[config.mk]
export PLATFORM = sky130hd
export DESIGN_NAME = sirq_host
export DESIGN_NICKNAME = d
export VERILOG_FILES = /design/src/rtl/sirq_pkg.sv /design/src/rtl/sirq_count_clamp.sv /design/src/rtl/sirq_sampler.sv /design/src/rtl/sirq_host.sv
export SDC_FILE = /design/constraint.sdc
export NUM_CORES = 1
export LEC_CHECK = 0
export ABC_AREA = 1
export BUFFER_PORTS_ARGS = -buffer_cell sky130_fd_sc_hd__buf_2
export CORE_MARGIN = 5
export CORE_UTILIZATION = 58
export CTS_CLUSTER_DIAMETER = 200
export CTS_CLUSTER_SIZE = 30
export DETAILED_ROUTE_END_ITERATION = 10
export HOLD_SLACK_MARGIN = 0.05
export PLACE_DENSITY = 0.85
export SYNTH_ARGS = -nofsm -noshare
export SYNTH_HDL_FRONTEND = slang
export SYNTH_SLANG_ARGS = --single-unit
[constraint.sdc]
create_clock -name clk -period 2.7 [get_ports clk]
set_input_delay 0 -clock clk [delete_from_list [all_inputs] [get_ports clk]]
set_output_delay 0 -clock clk [all_outputs]
set_load 0.03 [all_outputs]
[src/rtl/sirq_pkg.sv]
package sirq_pkg;

  typedef enum logic [2:0] {
    ST_IDLE,
    ST_START,
    ST_TURN,
    ST_FRAME,
    ST_STOP,
    ST_REC
  } sirq_state_e;

  // Host-opened start pulse length in clocks.
  localparam int unsigned HOST_LOW_CLKS  = 4;
  // Clocks the host adds after a one-clock peripheral start.
  localparam int unsigned EXT_LOW_CLKS   = 3;
  // Released clocks between start pulse and first frame.
  localparam int unsigned TURN_CLKS      = 2;
  // Stop widths selecting the next mode.
  localparam int unsigned STOP_QUIET     = 2;
  localparam int unsigned STOP_CONT      = 3;

endpackage

[src/rtl/sirq_count_clamp.sv]
module sirq_count_clamp #(
  parameter int MAX_FRAMES = 32,
  parameter int MIN_FRAMES = 17,
  localparam int CNT_W = $clog2(MAX_FRAMES + 1)
) (
  input  logic [CNT_W-1:0] req,
  output logic [CNT_W-1:0] eff
);

  localparam logic [CNT_W-1:0] LO = CNT_W'(MIN_FRAMES);
  localparam logic [CNT_W-1:0] HI = CNT_W'(MAX_FRAMES);

  always_comb begin
    if (req < LO)      eff = LO;
    else if (req > HI) eff = HI;
    else               eff = req;
  end

endmodule

[src/rtl/sirq_sampler.sv]
module sirq_sampler #(
  parameter int N = 32,
  localparam int IDX_W = (N > 1) ? $clog2(N) : 1
) (
  input  logic             clk,
  input  logic             rst,
  input  logic             clear,
  input  logic             sample_en,
  input  logic [IDX_W-1:0] idx,
  input  logic             line_in,
  input  logic             commit,
  output logic [N-1:0]     level,
  output logic             valid
);

  logic [N-1:0] shadow;

  for (genvar g = 0; g < N; g++) begin : g_bit
    always_ff @(posedge clk) begin
      if (rst || clear)
        shadow[g] <= 1'b0;
      else if (sample_en && (idx == IDX_W'(g)))
        shadow[g] <= ~line_in;
    end
  end

  always_ff @(posedge clk) begin
    if (rst) begin
      level <= '0;
      valid <= 1'b0;
    end else begin
      valid <= commit;
      if (commit) level <= shadow;
    end
  end

endmodule

[src/rtl/sirq_host.sv]
module sirq_host
  import sirq_pkg::*;
#(
  parameter int MAX_FRAMES = 32,
  parameter int MIN_FRAMES = 17,
  localparam int CNT_W = $clog2(MAX_FRAMES + 1),
  localparam int IDX_W = (MAX_FRAMES > 1) ? $clog2(MAX_FRAMES) : 1
) (
  input  logic                  clk,
  input  logic                  rst,
  input  logic                  line_in,
  output logic                  line_oe,
  input  logic                  quiet_mode,
  input  logic [CNT_W-1:0]      frame_count,
  output logic [MAX_FRAMES-1:0] irq_level,
  output logic                  irq_valid
);

  sirq_state_e      st;
  logic [2:0]       cnt;
  logic [1:0]       ph;
  logic [IDX_W-1:0] idx;
  logic [CNT_W-1:0] nfr_q;
  logic [CNT_W-1:0] nfr_eff;
  logic             quiet_q;
  logic             stop_quiet;

  logic host_go, periph_go, smp_en, open_cyc, commit, last_frame;

  sirq_count_clamp #(
    .MAX_FRAMES(MAX_FRAMES),
    .MIN_FRAMES(MIN_FRAMES)
  ) u_clamp (
    .req(frame_count),
    .eff(nfr_eff)
  );

  always_comb begin
    host_go    = (st == ST_IDLE) && (!quiet_q || !quiet_mode);
    periph_go  = (st == ST_IDLE) && quiet_q && quiet_mode && !line_in;
    open_cyc   = host_go || periph_go;
    smp_en     = (st == ST_FRAME) && (ph == 2'd0);
    commit     = (st == ST_STOP) && (cnt == 3'd0);
    last_frame = ((CNT_W'(idx) + CNT_W'(1)) == nfr_q);
  end

  always_ff @(posedge clk) begin
    if (rst) begin
      st         <= ST_IDLE;
      cnt        <= '0;
      ph         <= '0;
      idx        <= '0;
      nfr_q      <= CNT_W'(MIN_FRAMES);
      quiet_q    <= 1'b0;
      stop_quiet <= 1'b0;
      line_oe    <= 1'b0;
    end else begin
      unique case (st)
        ST_IDLE: begin
          if (host_go) begin
            st      <= ST_START;
            cnt     <= 3'(HOST_LOW_CLKS - 1);
            line_oe <= 1'b1;
            nfr_q   <= nfr_eff;
          end else if (periph_go) begin
            st      <= ST_START;
            cnt     <= 3'(EXT_LOW_CLKS - 1);
            line_oe <= 1'b1;
            nfr_q   <= nfr_eff;
          end
        end
        ST_START: begin
          if (cnt == 3'd0) begin
            st      <= ST_TURN;
            cnt     <= 3'(TURN_CLKS - 1);
            line_oe <= 1'b0;
          end else begin
            cnt <= cnt - 3'd1;
          end
        end
        ST_TURN: begin
          if (cnt == 3'd0) begin
            st  <= ST_FRAME;
            idx <= '0;
            ph  <= '0;
          end else begin
            cnt <= cnt - 3'd1;
          end
        end
        ST_FRAME: begin
          if (ph == 2'd2) begin
            ph <= '0;
            if (last_frame) begin
              st         <= ST_STOP;
              line_oe    <= 1'b1;
              stop_quiet <= quiet_mode;
              cnt        <= quiet_mode ? 3'(STOP_QUIET - 1) : 3'(STOP_CONT - 1);
            end else begin
              idx <= idx + IDX_W'(1);
            end
          end else begin
            ph <= ph + 2'd1;
          end
        end
        ST_STOP: begin
          if (cnt == 3'd0) begin
            st      <= ST_REC;
            line_oe <= 1'b0;
            quiet_q <= stop_quiet;
          end else begin
            cnt <= cnt - 3'd1;
          end
        end
        ST_REC:  st <= ST_IDLE;
        default: st <= ST_IDLE;
      endcase
    end
  end

  sirq_sampler #(.N(MAX_FRAMES)) u_sampler (
    .clk      (clk),
    .rst      (rst),
    .clear    (open_cyc),
    .sample_en(smp_en),
    .idx      (idx),
    .line_in  (line_in),
    .commit   (commit),
    .level    (irq_level),
    .valid    (irq_valid)
  );

endmodule

# Word level (Yosys, flattened, before mapping)
# Index checks and enable logic that the tools add are counted.
dict set report totals {
  word_cells 190
  out_inout_bits 34
  regBits 87
  in_bits 10
}
dict set report op_classes {
  n_lt_le_gt_ge 2
  n_reduce_logical 62
  n_bitwise 1
  add_sub_neg 4
  eq_ne 46
  muxes 33
}
# cell count
set op_table {}
lappend op_table {{$eq 5x5->1 const B} 16}
lappend op_table {{$eq 5x4->1 const B} 8}
lappend op_table {{$mux 3} 13}
lappend op_table {{$logic_and 1x1->1} 38}
lappend op_table {{$mux 6} 4}
lappend op_table {{$eq 5x3->1 const B} 4}
lappend op_table {{$mux 5} 3}
lappend op_table {{$pmux 3 s5} 1}
lappend op_table {{$pmux 3 s4} 1}
lappend op_table {{$eq 5x2->1 const B} 2}
lappend op_table {{$ne 2x2->1 const B} 5}
lappend op_table {{$pmux 5 s2} 1}
lappend op_table {{$reduce_and 5->1} 2}
lappend op_table {{$add 5x1->6 const B} 1}
lappend op_table {{$eq 3x2->1 const B} 2}
lappend op_table {{$eq 6x6->1} 1}
lappend op_table {{$gt 6x6->1 const B} 1}
lappend op_table {{$logic_not 3->1} 2}
lappend op_table {{$lt 6x5->1 const B} 1}
lappend op_table {{$mux 2} 3}
lappend op_table {{$ne 2x1->1 const B} 3}
lappend op_table {{$reduce_and 2->1} 3}
lappend op_table {{$reduce_and 6->1} 1}
lappend op_table {{$add 5x1->5 const B} 1}
lappend op_table {{other kinds (21)} 31}

# Longest topological paths before layout
# Gate-level depths: netlist of run 1.
dict set report logic_depth {
  word_depth 7
  ltp_mapped 16
  mapped_depth_nobuf 16
}

# Hierarchy
# A second synthesis of run 1 with hierarchy kept.
dict set report unflattened {
  cells_unflattened 630
  area_unflattened_um2 4249.1
}
# module cells_each seq_area_each_um2 instances area_per_inst_um2
set by_module_without_submodules {}
lappend by_module_without_submodules {sirq_sampler 393 1301.2 1 2746.4}
lappend by_module_without_submodules {sirq_host 218 440.4 1 1423.9}
lappend by_module_without_submodules {sirq_count_clamp 19 0.0 1 78.8}

# Worst setup path after synthesis of run 1
# OpenSTA, ideal clock, no wires.
dict set report synth_timing {
  path_type {reg2reg}
  start {reg idx[0]}
  end {reg st[1]}
  path_stages_with_launch 15
  setup_time_ps 115
  arrival_time_ps 1913
  synth_period_minus_slack_ps 2029
  path_buffers 0
  required_time_ps 2585
  setup_slack_ps 671
  cell_sequence {dfxtp_1 ha_1 inv_1 nor2_1 ha_1 inv_1 nand2_1 nand2_1 nand3_1 nor2_1 nand3_1 nand2_2 nand2_1 o21ai_0 inv_1}
}
dict set report synth_between {
  elab_chain_cells 4
}
# element line_no
set synth_rtl {}
lappend synth_rtl {{start, declared} sirq_host.sv:22} ;# logic [IDX_W-1:0] idx;
lappend synth_rtl {{start signal, assigned} sirq_host.sv:99} ;# idx <= idx + IDX_W'(1);
lappend synth_rtl {{$add 5x1->6} sirq_host.sv:44} ;# last_frame = ((CNT_W'(idx) + CNT_W'(1)) == nfr_q);
lappend synth_rtl {{$eq 6x6->1} sirq_host.sv:44}
lappend synth_rtl {{$ne 2x2->1 (no line)} n/a}
lappend synth_rtl {{$reduce_and 6->1 (no line)} n/a}
lappend synth_rtl {{end signal, assigned} sirq_host.sv:49} ;# st <= ST_IDLE;
lappend synth_rtl {{end signal, assigned} sirq_host.sv:61} ;# st <= ST_START;
lappend synth_rtl {{end signal, assigned} sirq_host.sv:66} ;# st <= ST_START;
lappend synth_rtl {{end, declared} sirq_host.sv:19} ;# sirq_state_e st;
# Every way passes these cells.
# A chain may end at the register's enable or synchronous reset.

# Worst setup path after layout of run 1
dict set report layout_timing {
  start {reg idx[1]}
  end {reg st[1]}
}
# Same word-level chain as after synthesis.

==> results of run 1 <==
[stage by stage]
step	power [mW]	util, %	cells
after floorplan	2.40	-	515
after global placement	2.61	64.0	618
after detailed placement	2.64	64.0	618
after CTS	3.65	68.9	643
after global routing	3.86	68.9	643
final	3.63	68.9	643
[power by group through the flow]
stage / registers [mW] / logic [mW] / clock network (mW)
floorplan: 1.67 / 0.722 / 0
global placement: 1.53 / 1.08 / 0
detailed placement: 1.54 / 1.11 / 0
CTS: 1.51 / 1.13 / 1.01
global route: 1.53 / 1.25 / 1.08
finish: 1.51 / 1.13 / 0.995
[worst paths after layout]
path / start / end / slack (ns) / cells past startpoint
setup / recovery: idx[1] / st[1] / 0.31 / 14
hold / removal: frame_count[4] / nfr_q[1] / 0.09 / 5
setup reg to reg: idx[1] / st[1] / 0.31 / 14
hold reg to reg: stop_quiet / stop_quiet / 0.45 / 2
[sequential cells by signal (all words and copies together) (netlist names)]
signal,count
quiet_q,1
line_oe,1
u_sampler.valid,1
idx,5
u_sampler.level,32
nfr_q,6
stop_quiet,1
u_sampler.shadow,32
ph,2
cnt,3
st,3
[area by class of cell]
class	instances	area share, %
multi-input combinational	359	41.1
sequential	87	39.6
timing repair buffer	55	7.73
inverter	49	4.35
clock buffer	10	2.90
tap	77	2.19
clock inverter	6	2.10
[logic make-up (layout without fill, tap and decap cells)]
kind of cell / Yosys count / after routing / synth area share [%]
AND/OR/NAND/NOR: 222 / 222 / 25.2
AO/OA/AOI/OAI: 127 / 127 / 18.8
flip-flops: 87 / 87 / 45.3
buffers and inverters: 69 / 120 / 7.70
adder cells (fa/ha/maj): 8 / 8 / 2.60
XOR/XNOR: 2 / 2 / 0.455
[critical path, stage by stage (launching register included)]
cell,delay (ns)
dfxtp_1,0.43
ha_1,0.25
inv_1,0.11
nor2_1,0.16
ha_1,0.27
inv_1,0.10
nand2_1,0.08
nand2_1,0.07
nand3_1,0.07
nor2_1,0.15
nand3_1,0.10
nand2_2,0.16
nand2_1,0.13
o21ai_0,0.18
inv_1,0.05
[cell usage in the layout (no fill, tap or decap), types with 2 or more instances in the layout]
cell type,n
a21oi_1,47
a311oi_1,7
a311oi_2,4
a31oi_1,4
buf_2,43
buf_4,2
bufinv_16,2
clkbuf_8,9
clkinvlp_4,2
dfxtp_1,87
dlygate4sd3_1,9
ha_1,8
inv_1,42
inv_2,5
inv_6,2
nand2_1,57
nand2_2,6
nand2_4,2
nand3_1,20
nand4_1,4
nor2_1,117
nor3_1,10
o21ai_0,54
o21ai_1,3
o22ai_1,3
xnor2_1,2
[layer usage]
layer  global-route usage (%)  part of all wire (%)  wire length [um]  vias to the layer above
met3                     3.88                   5.2               431                       20
met1                     26.4                    45              3760                     1571
met5                        0                     0                 0                        -
met2                     32.5                    47              3890                      103
met4                     9.66                   3.0               246                        0
li1                         -                     -                 -                     1796
==> metrics, run 1 <==
Comb pwr share=31.0%; post-DR wirelength/cell=12.9 um; yosys warns=0; Critical Path Source Type=flip-flop; peak supply drop=0.622 mV; dpl ws=0.380 ns; #FFs+latches synth=87; Global Route Usage Sum=20.3%; skew final=0.00835 ns; critical-path maximum fanout=6; antenna cells=0; clock share of power=27.4%; most frequent cell after synthesis=nor2_1; internal cell power=2.30 mW; most instantiated cells after synthesis=nor2_1 (117), dfxtp_1 (87), nand2_1 (57); DP Area=0.00409 mm^2; P_sw=1.33 mW; Final Wtd Congestion=0.896; Slew Limit Fails=0; worst path arrival time=2.65 ns; Setup WS post-layout=0.306 ns; ranking of synthesized cells by area=dfxtp_1 (45%), nor2_1 (11%), o21ai_0 (7.0%), a21oi_1 (6.1%), nand2_1 (5.6%); Via density=5.43; final worst-path cycle share=88.7%; post-CTS setup buffers=0; ys flop type=dfxtp_1; sequential share of power=41.5%; Hold Fails Final Rpt=0; DRT Wirelength=8320 um; Hold-fix buffers, CTS=9; CP Capture Type=flip-flop; worst skew pair latency=0.36 ns; Mapped Area=0.00385 mm^2; register area share after synthesis=45.3%; Cell Pwr Density=824 mW/mm^2; Leak=1.86 nW; post-cts resize count=0; total number of vias=3,490; initial core utilization=60.3%; CTS tree=built; critical path required time=2.96 ns; worst hold-check path type=input pin to flip-flop; biggest area consumer among synthesized cells=dfxtp_1; # H-tree levels=3; Die H=91.5 um; 1st-iter DRT viols=182; Setup-failing EPs final=0; Root Driver=clkbuf_8; post-synth top area share=45.3%; CTS Sinks=87; I/O pin count=44; maximum number of pins on one net before global-route repair=38; DPL Wire Length=5940 um; Net Count, Synth=533; Final min period=2.39 ns; status=completed; DRC violations left=0; Final Instance Area=0.00440 mm^2; Unique masters post-synth=37; Fin Setup TNS=0 ns; Final #Nets=579; IO buf count=43; Post-synth EDFFs=0; die width=91.5 um; clock slew at reported path FFs=0.09 ns; Routed Antenna Nets=0; first-pass GRT wire length=14,200 um; Placement Rows=29; Overflow after GRT=0; Die ar.=0.00836 mm^2; Syn Area/Cell=7.47 um^2; CTS Buffer Depth=2; area delta synth->final=14.3%; Sw Share=36.7%; Max Cap Viol=0; total area of sequential cells=0.00174 mm^2; RSZ-0062 raised after global routing=no; drt first pass iters=5; Layout fillers=550; core area=0.00639 mm^2; TritonCTS buffer count=9; share of cells above drive strength 1=15.2%; initial antenna violation count=0; Setup CP Type=flip-flop to flip-flop; area of the multi-input gates=0.00181 mm^2; Async SR Flop Fraction=0%; Least-Margin Pin Slew=0.546 ns; vias in the first global route=3,141; Fmax=418 MHz; worst hold slack=0.0925 ns; Mapped Cells=515; Worst slew margin=63.6%
Note: power is estimated with default switching activity, not from simulation.
==> run 2, diff against run 1 <==
- CORE_UTILIZATION: 58 -> 62
- PLACE_DENSITY: 0.85 -> 0.9
- clock period: 2.7 -> 3 ns (I/O delays scaled with it)
==> run 2 against run 1 <==
Effect of this change: utilization rose by 4.3 points; fmax fell by 1.9%; count of clock-buffer cells in the layout did not move; sequential power fell by 9.9%; register-to-register slack improved by 0.25 ns; combinational power fell by 9%; via count rose by 1.9%; routed wire length rose by 3.2%; sequential share of layout area rose by 0.11 points; global-route usage rose by 3.5 points; setup slack improved by 0.25 ns; largest cell class unchanged.
==> metrics, run 2 (synthesis gave the netlist of run 1 again) <==
1st-iter DRT viols=235; Overflow after GRT=0; post-DR wirelength/cell=13.4 um; Setup-failing EPs final=0; final worst-path cycle share=81.3%; DPL Wire Length=5990 um; critical-path maximum fanout=6; Worst R2R Path Depth=15; worst path arrival time=2.72 ns; Crit Reg-Reg Startpoint=idx[0]; die width=88.8 um; Leak=1.87 nW; area delta synth->final=14.0%; Least-Margin Pin Slew=0.974 ns; commonest cells after routing, fill and taps aside=nor2_1 (117), dfxtp_1 (87), nand2_1 (57); reg2reg setup slack=0.56 ns; Final #Nets=580; Cell Pwr Density=744 mW/mm^2; commonest non-fill, non-tap cell in the layout=nor2_1; sequential share of power=41.5%; TritonCTS buffer count=9; Tot Pwr=3.27 mW; Comb pwr share=31.6%; clock share of power=26.9%; first-pass GRT wire length=14,800 um; Final Wtd Congestion=0.930; Final min period=2.44 ns; initial core utilization=64.2%; CP Capture Type=flip-flop; post-CTS setup buffers=0; Root Driver=clkbuf_8; Die H=88.8 um; # H-tree levels=3; critical path required time=3.28 ns; HP Start=line_in; Sw Share=36.9%; Non-Filler Instances=641; Fin Setup TNS=0 ns; share of cells above drive strength 1=14.8%; skew final=0.00810 ns; largest registers=u_sampler.level: 32 flops, u_sampler.shadow: 32 flops, nfr_q: 6 flops; Setup CP Type=flip-flop to flip-flop; reg-to-reg endpoint=cnt[0]; worst skew pair latency=0.36 ns; Hold Fails Final Rpt=0; drt first pass iters=5; internal cell power=2.06 mW; Layout fillers=481; antenna cells=0; Fmax=410 MHz; Routed Antenna Nets=0; worst hold-check path type=input pin to flip-flop; Worst slew margin=35.0%; Setup WS post-layout=0.560 ns; IO buf count=43; RSZ-0062 raised after global routing=no; Critical Path Source Type=flip-flop; total number of vias=3,555; Die ar.=0.00788 mm^2; dpl ws=0.650 ns; Via density=5.55; total area of sequential cells=0.00174 mm^2; Max Cap Viol=0; Placed Cells=615; clock slew at reported path FFs=0.09 ns; CTS tree=built; area of the multi-input gates=0.00181 mm^2; P_sw=1.21 mW; vias in the first global route=3,289; status=completed; initial antenna violation count=0; DRC violations left=0; maximum number of pins on one net before global-route repair=42; CTS Sinks=87; Slew Limit Fails=0; peak supply drop=0.565 mV; Placement Rows=28; WHS Path Cells=2; Global Route Usage Sum=23.8%; CTS Buffer Depth=2; core area=0.00599 mm^2; hold path endpoint=u_sampler.shadow[16]; I/O pin count=44; DRT Wirelength=8590 um
==> run 2: cell count changes in the layout (fill, tap and decap cells not counted) <==
cell | previous run | this run
clkinvlp_4 | 2 | 0
inv_6 | 2 | 1
clkinv_4 | 1 | 2
dlygate4sd3_1 | 9 | 11
buf_12 | 1 | 0
clkinv_2 | 0 | 1
==> run 2: routing by layer <==
layer  global-route usage [%]  up-vias  routed length (um)
met5                        0        -                   0
met3                     3.82       17                 449
met4                     11.7        0                 242
met1                     29.4     1622                3740
met2                     40.2      119                4150
li1                         -     1797                   -
==> run 2: power by group through the flow <==
stage / Sequential, mW / Combinational (mW) / Clock (mW)
2_1_floorplan: 1.51 / 0.650 / 0
3_3_place_gp: 1.38 / 0.963 / 0
3_5_place_dp: 1.38 / 0.993 / 0
4_1_cts: 1.36 / 1.02 / 0.887
5_1_grt: 1.37 / 1.15 / 0.940
6_report: 1.36 / 1.03 / 0.878
==> run 2: what timing repair did <==
item,4_1_cts,5_1_grt
hold buffers,11,0
setup endpoints to repair,0,0
endpoints found under the hold margin,16,0
resized for setup,0,0
==> run 2: critical path: stages (launching register included) <==
cell	delay (ns)
dfxtp_1	0.43
ha_1	0.25
inv_1	0.10
nor2_1	0.16
ha_1	0.26
inv_1	0.08
nand2_1	0.05
nand2_1	0.06
nand3_1	0.08
nor2_1	0.15
nand3_1	0.10
nand2_2	0.16
nand3_2	0.14
nand2_1	0.09
nand2_1	0.08
nor2_1	0.18
==> run 2: how the worst max path moves through the flow <==
stage	from	end	slack, ns	depth (start not counted)
6_report	idx[0]	cnt[0]	0.56	15
4_1_cts	idx[0]	cnt[0]	0.57	15
3_3_place_gp	idx[1]	st[1]	0.83	14
2_1_floorplan	idx[0]	st[1]	0.97	14
5_1_grt	idx[0]	cnt[0]	0.32	15
3_5_place_dp	idx[0]	cnt[0]	0.65	15
==> run 2: final cells by class <==
type	count	share of cell area (%)
Clock buffer	10	2.91
Clock inverter	5	1.88
Inverter	49	4.36
Multi-Input combinational cell	359	41.3
Sequential cell	87	39.7
Tap cell	75	2.14
Timing Repair Buffer	56	7.76
==> run 2: through the flow <==
stage / cell area, um^2 / util (%) / hold slack, ns
after floorplan: 3850 / - / 0.159
after global placement: 4070 / 67.9 / 0.274
after detailed placement: 4070 / 67.9 / 0.287
after CTS: 4390 / 73.2 / 0.138
after global routing: 4390 / 73.2 / 0.158
final: 4390 / 73.2 / 0.167
